--- src/rtl/diag_pkg.sv ---
package diag_pkg;

    localparam int ROWS          = 8;
    localparam int ROW_W         = 8;
    localparam int FLAGS         = ROWS * ROW_W;
    localparam int NIB           = 4;
    localparam int PC_W          = 12;
    localparam int OP_W          = 8;
    localparam int MEL_W         = 8;
    localparam int STAGE_W       = 4;
    localparam int N_VIEWS       = 4;
    localparam int VSEL_W        = $clog2(N_VIEWS);

    // Fixed CPU rows occupy 0..3, the rest come from the aux vector.
    localparam int CPU_FIXED     = 4;
    localparam int CPU_AUX_W     = (ROWS - CPU_FIXED) * ROW_W;
    localparam int MEL_FIXED     = 2;
    localparam int MEL_AUX_W     = (ROWS - MEL_FIXED) * ROW_W;

    // Positions of internally generated flags.
    localparam int F_MEL_CHG     = 14;
    localparam int F_AUD_TGL     = 15;
    localparam int F_PC_CHG      = 23;
    localparam int F_STAGE0      = 24;
    localparam int N_STAGE_FLAGS = 7;
    localparam int STAGE_HALT    = 6;

    typedef enum logic [VSEL_W-1:0] {
        VIEW_EVENTS = 2'd0,
        VIEW_CPU    = 2'd1,
        VIEW_MELODY = 2'd2,
        VIEW_CORE   = 2'd3
    } view_e;

    typedef logic [ROWS-1:0][ROW_W-1:0] panel_t;
    typedef panel_t [N_VIEWS-1:0]       panel_set_t;

    typedef struct packed {
        logic [NIB-1:0]       id;
        logic [STAGE_W-1:0]   stage;
        logic [PC_W-1:0]      pc;
        logic [OP_W-1:0]      op;
        logic [NIB-1:0]       acc;
        logic [CPU_AUX_W-1:0] aux;
    } cpu_live_t;

    typedef struct packed {
        logic [MEL_W-1:0]     addr;
        logic [MEL_W-1:0]     data;
        logic [MEL_AUX_W-1:0] aux;
    } mel_live_t;

    // Signals watched for change events.
    typedef struct packed {
        logic [PC_W-1:0]  pc;
        logic [MEL_W-1:0] mel;
        logic             aud;
    } watch_t;

    function automatic panel_t pack_cpu(cpu_live_t c);
        panel_t p;
        p[0] = {c.id, c.stage};
        p[1] = c.pc[PC_W-1:NIB];
        p[2] = {c.pc[NIB-1:0], c.op[OP_W-1:NIB]};
        p[3] = {c.op[NIB-1:0], c.acc};
        for (int r = CPU_FIXED; r < ROWS; r++) begin
            p[r] = c.aux[ROW_W*(r-CPU_FIXED) +: ROW_W];
        end
        return p;
    endfunction

    function automatic panel_t pack_mel(mel_live_t m);
        panel_t p;
        p[0] = m.addr;
        p[1] = m.data;
        for (int r = MEL_FIXED; r < ROWS; r++) begin
            p[r] = m.aux[ROW_W*(r-MEL_FIXED) +: ROW_W];
        end
        return p;
    endfunction

endpackage

--- src/rtl/diag_event_latch.sv ---
module diag_event_latch
    import diag_pkg::*;
(
    input  logic                 clk,
    input  logic                 rst,
    input  logic                 ce,
    input  logic [FLAGS-1:0]     evt_in,
    input  watch_t               watch,
    input  logic [STAGE_W-1:0]   stage,
    output logic [FLAGS-1:0]     flags_q
);

    watch_t                   prev_q;
    logic                     prev_valid_q;
    logic [N_STAGE_FLAGS-1:0] stage_hit;
    logic [FLAGS-1:0]         internal_evt;

    for (genvar k = 0; k < N_STAGE_FLAGS; k++) begin : g_stage
        assign stage_hit[k] = ce && (stage == STAGE_W'(k));
    end

    always_comb begin
        internal_evt = '0;
        if (ce && prev_valid_q) begin
            internal_evt[F_PC_CHG]  = (watch.pc  != prev_q.pc);
            internal_evt[F_MEL_CHG] = (watch.mel != prev_q.mel);
            internal_evt[F_AUD_TGL] = (watch.aud != prev_q.aud);
        end
        internal_evt[F_STAGE0 +: N_STAGE_FLAGS] = stage_hit;
    end

    always_ff @(posedge clk) begin
        if (rst) begin
            flags_q      <= '0;
            prev_q       <= '0;
            prev_valid_q <= 1'b0;
        end else begin
            flags_q <= flags_q | evt_in | internal_evt;
            if (ce) begin
                prev_q       <= watch;
                prev_valid_q <= 1'b1;
            end
        end
    end

    // reset empties every flag on the following edge.
    a_r1_flags_cleared: assert property (@(posedge clk)
        rst |=> (flags_q == '0));

    // a set flag never drops while running.
    a_r2_sticky: assert property (@(posedge clk) disable iff (rst)
        (flags_q != '0) |=> ((flags_q & $past(flags_q)) == $past(flags_q)));

    // no program counter change flag without a baseline.
    a_r3_no_first_change: assert property (@(posedge clk) disable iff (rst)
        (!prev_valid_q && !evt_in[F_PC_CHG] && !flags_q[F_PC_CHG])
        |=> !flags_q[F_PC_CHG]);

    // the halt stage code raises its own flag.
    a_r5_halt_flag: assert property (@(posedge clk) disable iff (rst)
        (ce && stage == STAGE_W'(STAGE_HALT)) |=> flags_q[F_STAGE0 + STAGE_HALT]);

    // the baseline is held while the enable is low.
    a_r12_baseline_held: assert property (@(posedge clk) disable iff (rst)
        !ce |=> $stable(prev_q));

endmodule

--- src/rtl/diag_freeze_snap.sv ---
module diag_freeze_snap
    import diag_pkg::*;
(
    input  logic       clk,
    input  logic       rst,
    input  logic       freeze,
    input  panel_set_t live_all,
    output logic       frozen_q,
    output panel_set_t snap_q
);

    logic capture;

    assign capture = freeze && !frozen_q;

    always_ff @(posedge clk) begin
        if (rst) frozen_q <= 1'b0;
        else     frozen_q <= freeze;
    end

    for (genvar v = 0; v < N_VIEWS; v++) begin : g_view
        always_ff @(posedge clk) begin
            if (rst)          snap_q[v] <= '0;
            else if (capture) snap_q[v] <= live_all[v];
        end
    end

    // a held freeze keeps the snapshot still.
    a_r9_snap_hold: assert property (@(posedge clk) disable iff (rst)
        (freeze && frozen_q) |=> $stable(snap_q));

    // a low freeze leaves the frozen state on the next edge.
    a_r10_release: assert property (@(posedge clk) disable iff (rst)
        !freeze |=> !frozen_q);

    // frozen state follows a rising freeze.
    a_r9_enter: assert property (@(posedge clk) disable iff (rst)
        freeze |=> frozen_q);

endmodule

--- src/rtl/diag_view_mux.sv ---
module diag_view_mux
    import diag_pkg::*;
(
    input  logic [VSEL_W-1:0] view_sel,
    input  logic              frozen,
    input  panel_set_t        live_all,
    input  panel_set_t        snap_all,
    output panel_t            row_bytes
);

    panel_t live_pick;
    panel_t snap_pick;

    assign live_pick = live_all[view_sel];
    assign snap_pick = snap_all[view_sel];
    assign row_bytes = frozen ? snap_pick : live_pick;

endmodule

--- src/rtl/diag_panel_capture.sv ---
module diag_panel_capture
    import diag_pkg::*;
(
    input  logic                   clk,
    input  logic                   rst,
    input  logic                   ce,
    input  logic [FLAGS-1:0]       evt_in,
    input  logic [VSEL_W-1:0]      view_sel,
    input  logic                   freeze,
    input  logic [NIB-1:0]         cpu_id,
    input  logic [STAGE_W-1:0]     cpu_stage,
    input  logic [PC_W-1:0]        cpu_pc,
    input  logic [OP_W-1:0]        cpu_op,
    input  logic [NIB-1:0]         cpu_acc,
    input  logic [CPU_AUX_W-1:0]   cpu_aux,
    input  logic [MEL_W-1:0]       mel_addr,
    input  logic [MEL_W-1:0]       mel_data,
    input  logic [MEL_AUX_W-1:0]   mel_aux,
    input  logic                   aud_bit,
    input  logic [FLAGS-1:0]       core_state,
    output logic [ROWS-1:0][ROW_W-1:0] row_bytes
);

    watch_t      watch;
    cpu_live_t   cpu_live;
    mel_live_t   mel_live;
    logic [FLAGS-1:0] flags;
    panel_set_t  live_all;
    panel_set_t  snap_all;
    logic        frozen;
    panel_t      rows;

    assign watch    = '{pc: cpu_pc, mel: mel_addr, aud: aud_bit};
    assign cpu_live = '{id: cpu_id, stage: cpu_stage, pc: cpu_pc,
                        op: cpu_op, acc: cpu_acc, aux: cpu_aux};
    assign mel_live = '{addr: mel_addr, data: mel_data, aux: mel_aux};

    diag_event_latch u_events (
        .clk     (clk),
        .rst     (rst),
        .ce      (ce),
        .evt_in  (evt_in),
        .watch   (watch),
        .stage   (cpu_stage),
        .flags_q (flags)
    );

    assign live_all[VIEW_EVENTS] = flags;
    assign live_all[VIEW_CPU]    = pack_cpu(cpu_live);
    assign live_all[VIEW_MELODY] = pack_mel(mel_live);
    assign live_all[VIEW_CORE]   = core_state;

    diag_freeze_snap u_snap (
        .clk      (clk),
        .rst      (rst),
        .freeze   (freeze),
        .live_all (live_all),
        .frozen_q (frozen),
        .snap_q   (snap_all)
    );

    diag_view_mux u_mux (
        .view_sel  (view_sel),
        .frozen    (frozen),
        .live_all  (live_all),
        .snap_all  (snap_all),
        .row_bytes (rows)
    );

    assign row_bytes = rows;

endmodule

--- config.mk ---
export PLATFORM = sky130hd
export DESIGN_NAME = diag_panel_capture
export DESIGN_NICKNAME = d
export VERILOG_FILES = /design/src/rtl/diag_pkg.sv /design/src/rtl/diag_event_latch.sv /design/src/rtl/diag_freeze_snap.sv /design/src/rtl/diag_view_mux.sv /design/src/rtl/diag_panel_capture.sv
export SDC_FILE = /design/constraint.sdc
export NUM_CORES = 1
export LEC_CHECK = 0
export BUFFER_PORTS_ARGS = -buffer_cell sky130_fd_sc_hd__buf_2
export CORE_MARGIN = 4
export CORE_UTILIZATION = 44
export CTS_BUF_LIST = sky130_fd_sc_hd__clkbuf_4 sky130_fd_sc_hd__clkbuf_8 sky130_fd_sc_hd__clkbuf_16
export DETAILED_ROUTE_END_ITERATION = 8
export GPL_ROUTABILITY_DRIVEN = 0
export PLACE_DENSITY = 0.71
export SLEW_MARGIN = 20
export SYNTH_ARGS = -nofsm -noshare
export SYNTH_HDL_FRONTEND = slang
export SYNTH_SLANG_ARGS = --single-unit
--- constraint.sdc ---
create_clock -name clk -period 2.28 [get_ports clk]
set_input_delay 0.114 -clock clk [delete_from_list [all_inputs] [get_ports clk]]
set_output_delay 0.114 -clock clk [all_outputs]
set_load 0.1 [all_outputs]
# After elaboration in Yosys (flattened, before gate mapping)
# Index checks and enable logic that the tools add are counted.
[totals]
in_bits = 263
mem_bits_ro = 0
latch_bits = 0
elab_cells = 68
ram_bits = 0
output_inout_bits = 64
reg_bits = 343
n_memories = 0
[classes]
n_bitwise = 2
n_eq_ne = 9
reduce_logical = 11
mux = 7
shifts = 0
magnitude_cmp = 1
n_mul = 0
addsub = 0
div = 0
[ops]
columns = ["operator", "n"]
rows = [
  ["64-bit binary-select mux with 2-bit select", 2],
  ["64-bit two-way mux", 3],
  ["64-bit by 31-bit OR with 64-bit output", 1],
  ["64-bit OR", 1],
  ["4-bit by 3-bit equality test with 1-bit output, second input constant", 3],
  ["12-bit != test", 1],
  ["1-bit logical AND", 9],
  ["4-bit by 2-bit equality test with 1-bit output, second input constant", 2],
  ["8-bit != test", 1],
  ["4-bit by 1-bit equality test with 1-bit output, second input constant", 1],
  ["4-bit logical NOT", 1],
  ["2-bit by 3-bit less-than comparator with 1-bit output, second input constant", 1],
  ["2-bit two-way mux", 1],
  ["1-bit logical NOT", 1],
  ["1-bit two-way mux", 1],
  ["1-bit != test", 1],
]

# Longest topological paths before layout
# Gate-level depths: netlist of the first run.
[logic_depth]
depth_word = 3
ltp_mapped = 6
ltp_nobuf = 4

# Cells and area by module
# A second synthesis of the first run with hierarchy kept.
[hier_totals]
cells_unflattened = 1702
area_unflattened_um2 = 18225.0
[modules_own_cells]
columns = ["mod", "instances", "area_per_inst_um2", "cells_per_inst"]
rows = [
  ["diag_freeze_snap", 1, 11513.5, 1168],
  ["diag_view_mux", 1, 3832.4, 227],
  ["diag_event_latch", 1, 2879.0, 307],
]

# Worst setup path after synthesis of the first run
# OpenSTA, ideal clock, no wires.
[synth_path]
path_type = "in2out"
from = "in view_sel[1]"
to = "out row_bytes[34] in the netlist's numbering"
stages = 5
setup_slack_ns = 0.632
arrival_time_ns = 1.534
required_time_ns = 2.166
path_cell_list = "buf_2 buf_6 buf_2 mux4_2 mux2_2"
[synth_rtl]
columns = ["item", "line_no", "rtl"]
rows = [
  ["from (decl)", "diag_panel_capture.sv:8", "input logic [VSEL_W-1:0] view_sel,"],
  ["to (decl)", "diag_panel_capture.sv:21", "output logic [ROWS-1:0][ROW_W-1:0] row_bytes"],
]

==> qor.txt, run 1 <==
Max Freq - 464 MHz
CTS max path bufs - 3
Avg WL per Cell - 18.4 µm
Clk pwr share - 0.405
Die W - 196 µm
Remaining Overflow, GRT - 0
Leakage - 9.14 nW
DRT Wirelength - 49200 µm
WHS Endpoint - u_events.flags_q[27]
TNS Setup - 0 ns
Maxcap violations - 0
Seq/Total Area, Yosys - 0.440
Post-route DRC violation count - 0
Router iterations before antenna repair - 5
Worst-path maximum fanout - 28
Final setup viols - 0
Largest net degree at the start of global routing - 129
CTS tree - done
Fin crit period - 2.16 ns
Starting Density - 0.449
Vias after detailed routing - 14646
Crit path required time - 2.17 ns
Core ar. - 0.0347 mm²
First-pass GRT wire length - 78900 µm
Root buffer cell - clkbuf_16
Synth Register Bits - 343
GR Util All Layers - 0.248
Synth area leaders - dfxtp_1 (44%), nand2_1 (12%), mux4_2 (12%), a21oi_1 (8.2%), mux4_1 (7.4%)
PD cells - 773 mW/mm²
Clock Latency Late Sink - 0.53 ns
Min-delay src - rst
Reg2Reg Setup Slack - 0.32 ns
I/O pin count - 327
Mapped Cells - 1649
Die area - 0.0385 mm²
Setup CP Type - reg2out
Least-Margin Pin Slew - 0.645 ns
Clock Skew - 0.0110 ns
Avg Cell Area, Syn - 9.46 µm²
Ys Warns - 0
Final hold viol count - 0
# fillers - 2570
Worst rel slew slack - 0.570
Clock buffer count from CTS - 39
Hold WC Path Type - in2reg
FF-to-FF End - u_snap.snap_q[196]
Die Span Y - 196 µm
Min setup slack post-route - 0.123 ns
Rows - 68
Crit path DAT - 2.04 ns
HPWL after DPL - 29000 µm
P_sw - 4.85 mW
Final period util - 0.946
RR Startpoint - u_snap.frozen_q
Htree depth - 2
Vias in the first global route - 15485
Outcome - finished, final reports clean
DR vias/cell - 5.46
Iter 0 DRT Violations - 1018
Combinational power share - 0.206
Initial antenna violation count - 2
Post-Syn Nets - 1912
Pint - 12.0 mW
Clock sink count - 343
VDD IR-drop max - 0.000648 V
Worst Hold Depth - 2
Nets - 2457
RSZ-0062 raised after global routing - false
Crit start category - register
Yosys top cell area share - 0.440
Reg power frac - 0.390
Worst Reg-to-Reg Cells - 5
Final ANT Viol Nets - 0
Synth-to-Final Area Change - 39.9%
Final Max Tran Viols - 0
Sw Share - 0.288
Post-synthesis cell area - 0.0156 mm²
Pre-CTS WS - 0.311 ns
Nature of the critical path endpoint - primary output
Yosys cell types - 28
Cell taking the most area after synthesis - dfxtp_1
IO buf count - 326
Share of layout cells above drive strength 1 - 0.269
Clock-pin slew on the worst setup and hold paths - 0.06 ns
## cell usage after synthesis
master,instances
nand2_1,513
dfxtp_1,343
a21oi_1,257
nor2_1,144
mux4_2,83
clkbuf_1,70
mux2_2,64
mux4_1,44
buf_2,31
mux2i_1,21
buf_1,17
buf_6,14
xor2_1,13
xnor2_1,8
nor4_1,5
a211oi_1,4
nor3_1,4
inv_1,2
nand2b_1,2
nor2b_1,2
a221oi_1,1
a311oi_1,1
a41o_1,1
and3_1,1
buf_4,1
mux4_4,1
nand4_1,1
nor3b_1,1
## logic make-up after synthesis
| kind of cell | after synthesis | synth area share |
|---|---|---|
| simple gates | 673 | 0.164 |
| xor+xnor | 21 | 0.0118 |
| mux | 213 | 0.255 |
| flops | 343 | 0.440 |
| compound gates | 264 | 0.0862 |
| buf+inv | 135 | 0.0420 |
## layer usage
| metal | global-route usage | vias up | share of wire |
|---|---|---|---|
| li1 | - | 6783 | - |
| met1 | 0.299 | 6970 | 0.38 |
| met2 | 0.435 | 729 | 0.50 |
| met3 | 0.0477 | 164 | 0.075 |
| met4 | 0.106 | 0 | 0.041 |
| met5 | 0 | - | 0 |
## power by group through the flow
stage | Sequential [mW] | Combinational, mW | Clock [mW]
final | 6.57 | 3.46 | 6.82
after global routing | 6.60 | 3.67 | 7.20
after CTS | 6.55 | 3.41 | 6.93
after global placement | 6.66 | 2.99 | 0
after detailed placement | 6.68 | 3.04 | 0
after floorplan | 6.60 | 2.32 | 0
## layout make-up
type                       instances  area (µm²)  area share
antenna                            2        5.00    0.000229
clock buffer                      58        1200      0.0552
clock inverter                    13         220      0.0101
inverter                           2        7.51    0.000344
multi-input combinational       1171        8090       0.371
sequential                       343        6870       0.315
tap                              455         569      0.0261
timing repair buffer             637        4850       0.222
## critical path, stage by stage, from the launching register on
cell and delay (ns):
dfxtp_4 0.51, buf_12 0.27, mux2_2 0.40, buf_2 0.31
## cells in the final DEF, fill, tap and decap left out, types with 9 or more instances in the layout
cell type	netlist	final
dlygate4sd3_1	0	261
mux2_2	64	64
a21oi_1	257	257
xor2_1	13	13
mux4_1	44	44
clkbuf_16	0	41
mux2i_1	21	21
nand2_1	513	513
dfxtp_1	343	342
buf_2	31	323
clkbuf_4	0	9
mux4_2	83	83
nor2_1	144	144
buf_4	1	32
buf_12	0	16
## worst max path at each step
stage / end / start / slack, ns
finish: row_bytes[3] / u_snap.frozen_q / 0.12
global route: row_bytes[4] / u_events.flags_q[4] / 0.07
CTS: row_bytes[39] / u_snap.frozen_q / 0.09
detailed placement: row_bytes[16] / view_sel[0] / 0.31
global placement: row_bytes[18] / view_sel[0] / 0.36
floorplan: row_bytes[34] / view_sel[1] / 0.63
## sequential cells by signal, summed over array words and instances (netlist names)
register	cells
u_events.flags_q	64
u_events.prev_q	21
u_events.prev_valid_q	1
u_snap.frozen_q	1
u_snap.snap_q	256
## metrics by stage
| step | instance area [µm²] | instances | hold slack, ns | util | power (mW) |
|---|---|---|---|---|---|
| after floorplan | 15600 | 1649 | 0.230 | - | 8.92 |
| after global placement | 17800 | 2346 | 0.315 | 0.511 | 9.66 |
| after detailed placement | 17800 | 2346 | 0.321 | 0.511 | 9.73 |
| after CTS | 21800 | 2679 | 0.00819 | 0.628 | 16.9 |
| after global routing | 21800 | 2681 | 0.0495 | 0.628 | 17.5 |
| final | 21800 | 2681 | 0.0431 | 0.628 | 16.9 |
## timing repair
item	in CTS	in global routing
setup buffers	1	0
hold endpoints to repair	278	0
gates resized for setup	1	0
endpoints found under the setup margin	18	0
hold buffers	261	0
No activity file was read; power rests on OpenSTA's default activity.
==> run 2, diff against run 1 <==
Settings changed: MAX_ROUTING_LAYER set to met4.
==> run 2 against run 1 <==
Effect of this change: cell count is the same; sequential power is essentially flat; utilization is the same; global-route usage grew 0.73 points; critical path depth is the same; clock skew grew 0.00069 ns; die area is the same; critical endpoint is now row_bytes[4]; register-to-register slack is essentially flat; sequential share of layout area is the same; fmax grew 0.18%.
==> qor.txt, run 2 (synthesized netlist as in run 1, its figures left out) <==
Avg WL per Cell - 18.4 µm (about the same)
DR vias/cell - 5.48 (was 5.46)
Number of flip-flops in the largest register - 256 (unchanged)
RSZ-0062 raised after global routing - false (unchanged)
Critical path depth - 3 (unchanged)
Die area - 0.0385 mm² (unchanged)
Top flop regs - u_snap.snap_q (256), u_events.flags_q (64), u_events.prev_q (21) (unchanged)
P_sw - 4.86 mW (was 4.85 mW)
Non-Filler Instances - 2681 (unchanged)
I/O pin count - 327 (unchanged)
Vias after detailed routing - 14681 (was 14646)
Max Freq - 465 MHz (was 464 MHz)
Share of layout cells above drive strength 1 - 0.269 (unchanged)
Worst path top cell family by delay - multiplexers (was buffers and inverters)
Final period util - 0.944 (was 0.946)
Crit path DAT - 2.04 ns (about the same)
CP peak stage delay - 0.59 ns (was 0.51 ns)
Final setup viols - 0 (unchanged)
Largest net degree at the start of global routing - 129 (unchanged)
DRT Wirelength - 49300 µm (was 49200 µm)
Root buffer cell - clkbuf_16 (unchanged)
VDD IR-drop max - 0.000647 V (was 0.000648 V)
Core ar. - 0.0347 mm² (unchanged)
Fin crit period - 2.15 ns (was 2.16 ns)
Reg power frac - 0.389 (was 0.390)
Sw Share - 0.288 (about the same)
TNS Setup - 0 ns (unchanged)
Iter 0 DRT Violations - 977 (was 1018)
Clock-pin slew on the worst setup and hold paths - 0.06 ns (about the same)
First-pass GRT wire length - 78900 µm (about the same)
Nature of the critical path endpoint - primary output (unchanged)
DP Cell Count - 2346 (unchanged)
Starting Density - 0.449 (unchanged)
Leakage - 9.14 nW (unchanged)
Worst rel slew slack - 0.568 (was 0.570)
Die W - 196 µm (unchanged)
Clock Latency Late Sink - 0.53 ns (about the same)
Hold WC Path Type - in2reg (unchanged)
Post-route DRC violation count - 0 (unchanged)
Htree depth - 2 (unchanged)
Maxcap violations - 0 (unchanged)
Initial antenna violation count - 2 (unchanged)
Nets - 2457 (unchanged)
Total power - 16.9 mW (about the same)
Worst Reg-to-Reg Cells - 5 (unchanged)
Clock sink count - 343 (unchanged)
Setup CP Type - reg2out (unchanged)
Largest Register - u_snap.snap_q (unchanged)
Die Span Y - 196 µm (unchanged)
Remaining Overflow, GRT - 0 (unchanged)
GR Util All Layers - 0.256 (was 0.248)
Clock buffer count from CTS - 39 (unchanged)
Outcome - finished, final reports clean (unchanged)
Worst Hold Depth - 2 (unchanged)
CTS max path bufs - 3 (unchanged)
Pint - 12.0 mW (about the same)
HPWL after DPL - 29000 µm (unchanged)
Fin area - 0.0218 mm² (unchanged)
Final ANT Viol Nets - 0 (unchanged)
Placed inst area - 0.0178 mm² (unchanged)
Rows - 68 (unchanged)
CTS tree - done (unchanged)
Router iterations before antenna repair - 6 (was 5)
Commonest non-fill, non-tap cells in the layout - nand2_1 (513), dfxtp_1 (342), buf_2 (323) (unchanged)
Vias in the first global route - 15464 (was 15485)
Clock Skew - 0.0117 ns (was 0.0110 ns)
Min setup slack post-route - 0.127 ns (was 0.123 ns)
Least-Margin Pin Slew - 0.647 ns (was 0.645 ns)
PD cells - 773 mW/mm² (about the same)
Crit path required time - 2.17 ns (about the same)
# fillers - 2570 (unchanged)
Pre-CTS WS - 0.311 ns (unchanged)
Synth-to-Final Area Change - 39.9% (unchanged)
Worst path cell trace - mux4_4 -> mux2_2 -> buf_2 (was buf_12 -> mux2_2 -> buf_2)
Worst path slowest cell - mux4_4 (was dfxtp_4)
Crit start category - register (unchanged)
Hold_ws - 0.0461 ns (was 0.0431 ns)
IO buf count - 326 (unchanged)
Leading cell type in the layout, fill and taps excluded - nand2_1 (unchanged)
Buffers plus inverters on the worst setup path - 1 (was 2)
Fin util - 0.628 (unchanged)
Final Max Tran Viols - 0 (unchanged)
Final hold viol count - 0 (unchanged)
Worst-path maximum fanout - 3 (was 28)
Combinational power share - 0.206 (about the same)
Clk pwr share - 0.405 (about the same)
==> run 2: cell counts in the layout (fill, tap and decap cells not counted) <==
Identical to the previous run, type by type.
==> run 2: per-layer routing <==
metal,track usage,up-vias,routed length (µm)
met4,0.105,0,1950
met5,-,-,0
li1,-,6784,-
met3,0.0445,168,3470
met2,0.436,748,24900
met1,0.301,6981,19000
==> run 2: final cells by class <==
class                   instances  area (µm²)  share of cell area
multi-input cells            1171        8090               0.371
flip-flops and latches        343        6870               0.315
repair buffers                637        4850               0.222
clock buffers                  58        1200              0.0552
well taps                     455         569              0.0261
clock inverters                13         220              0.0101
inverters                       2        7.51            0.000344
diodes                          2        5.00            0.000229
==> run 2: timing repair <==
| action | 4_1_cts | 5_1_grt |
|---|---|---|
| endpoints found under the setup margin | 18 | 0 |
| hold buffers | 261 | 0 |
| buffers inserted | 1 | 0 |
| hold endpoints to repair | 278 | 0 |
| resized for setup | 1 | 0 |
==> run 2: worst paths after layout <==
kind,startpoint,endpoint,slack (ns)
setup reg to reg,u_snap.frozen_q,u_snap.snap_q[141],0.32
setup / recovery,u_events.flags_q[4],row_bytes[4],0.13
hold reg to reg,u_snap.snap_q[75],u_snap.snap_q[75],0.45
hold / removal,rst,u_events.flags_q[26],0.05
==> run 2: power by group through the flow <==
stage | combinational [mW] | sequential, mW | clock (mW)
finish | 3.47 | 6.57 | 6.83
global route | 3.67 | 6.60 | 7.20
CTS | 3.41 | 6.55 | 6.93
detailed placement | 3.04 | 6.68 | 0
global placement | 2.99 | 6.66 | 0
floorplan | 2.32 | 6.60 | 0
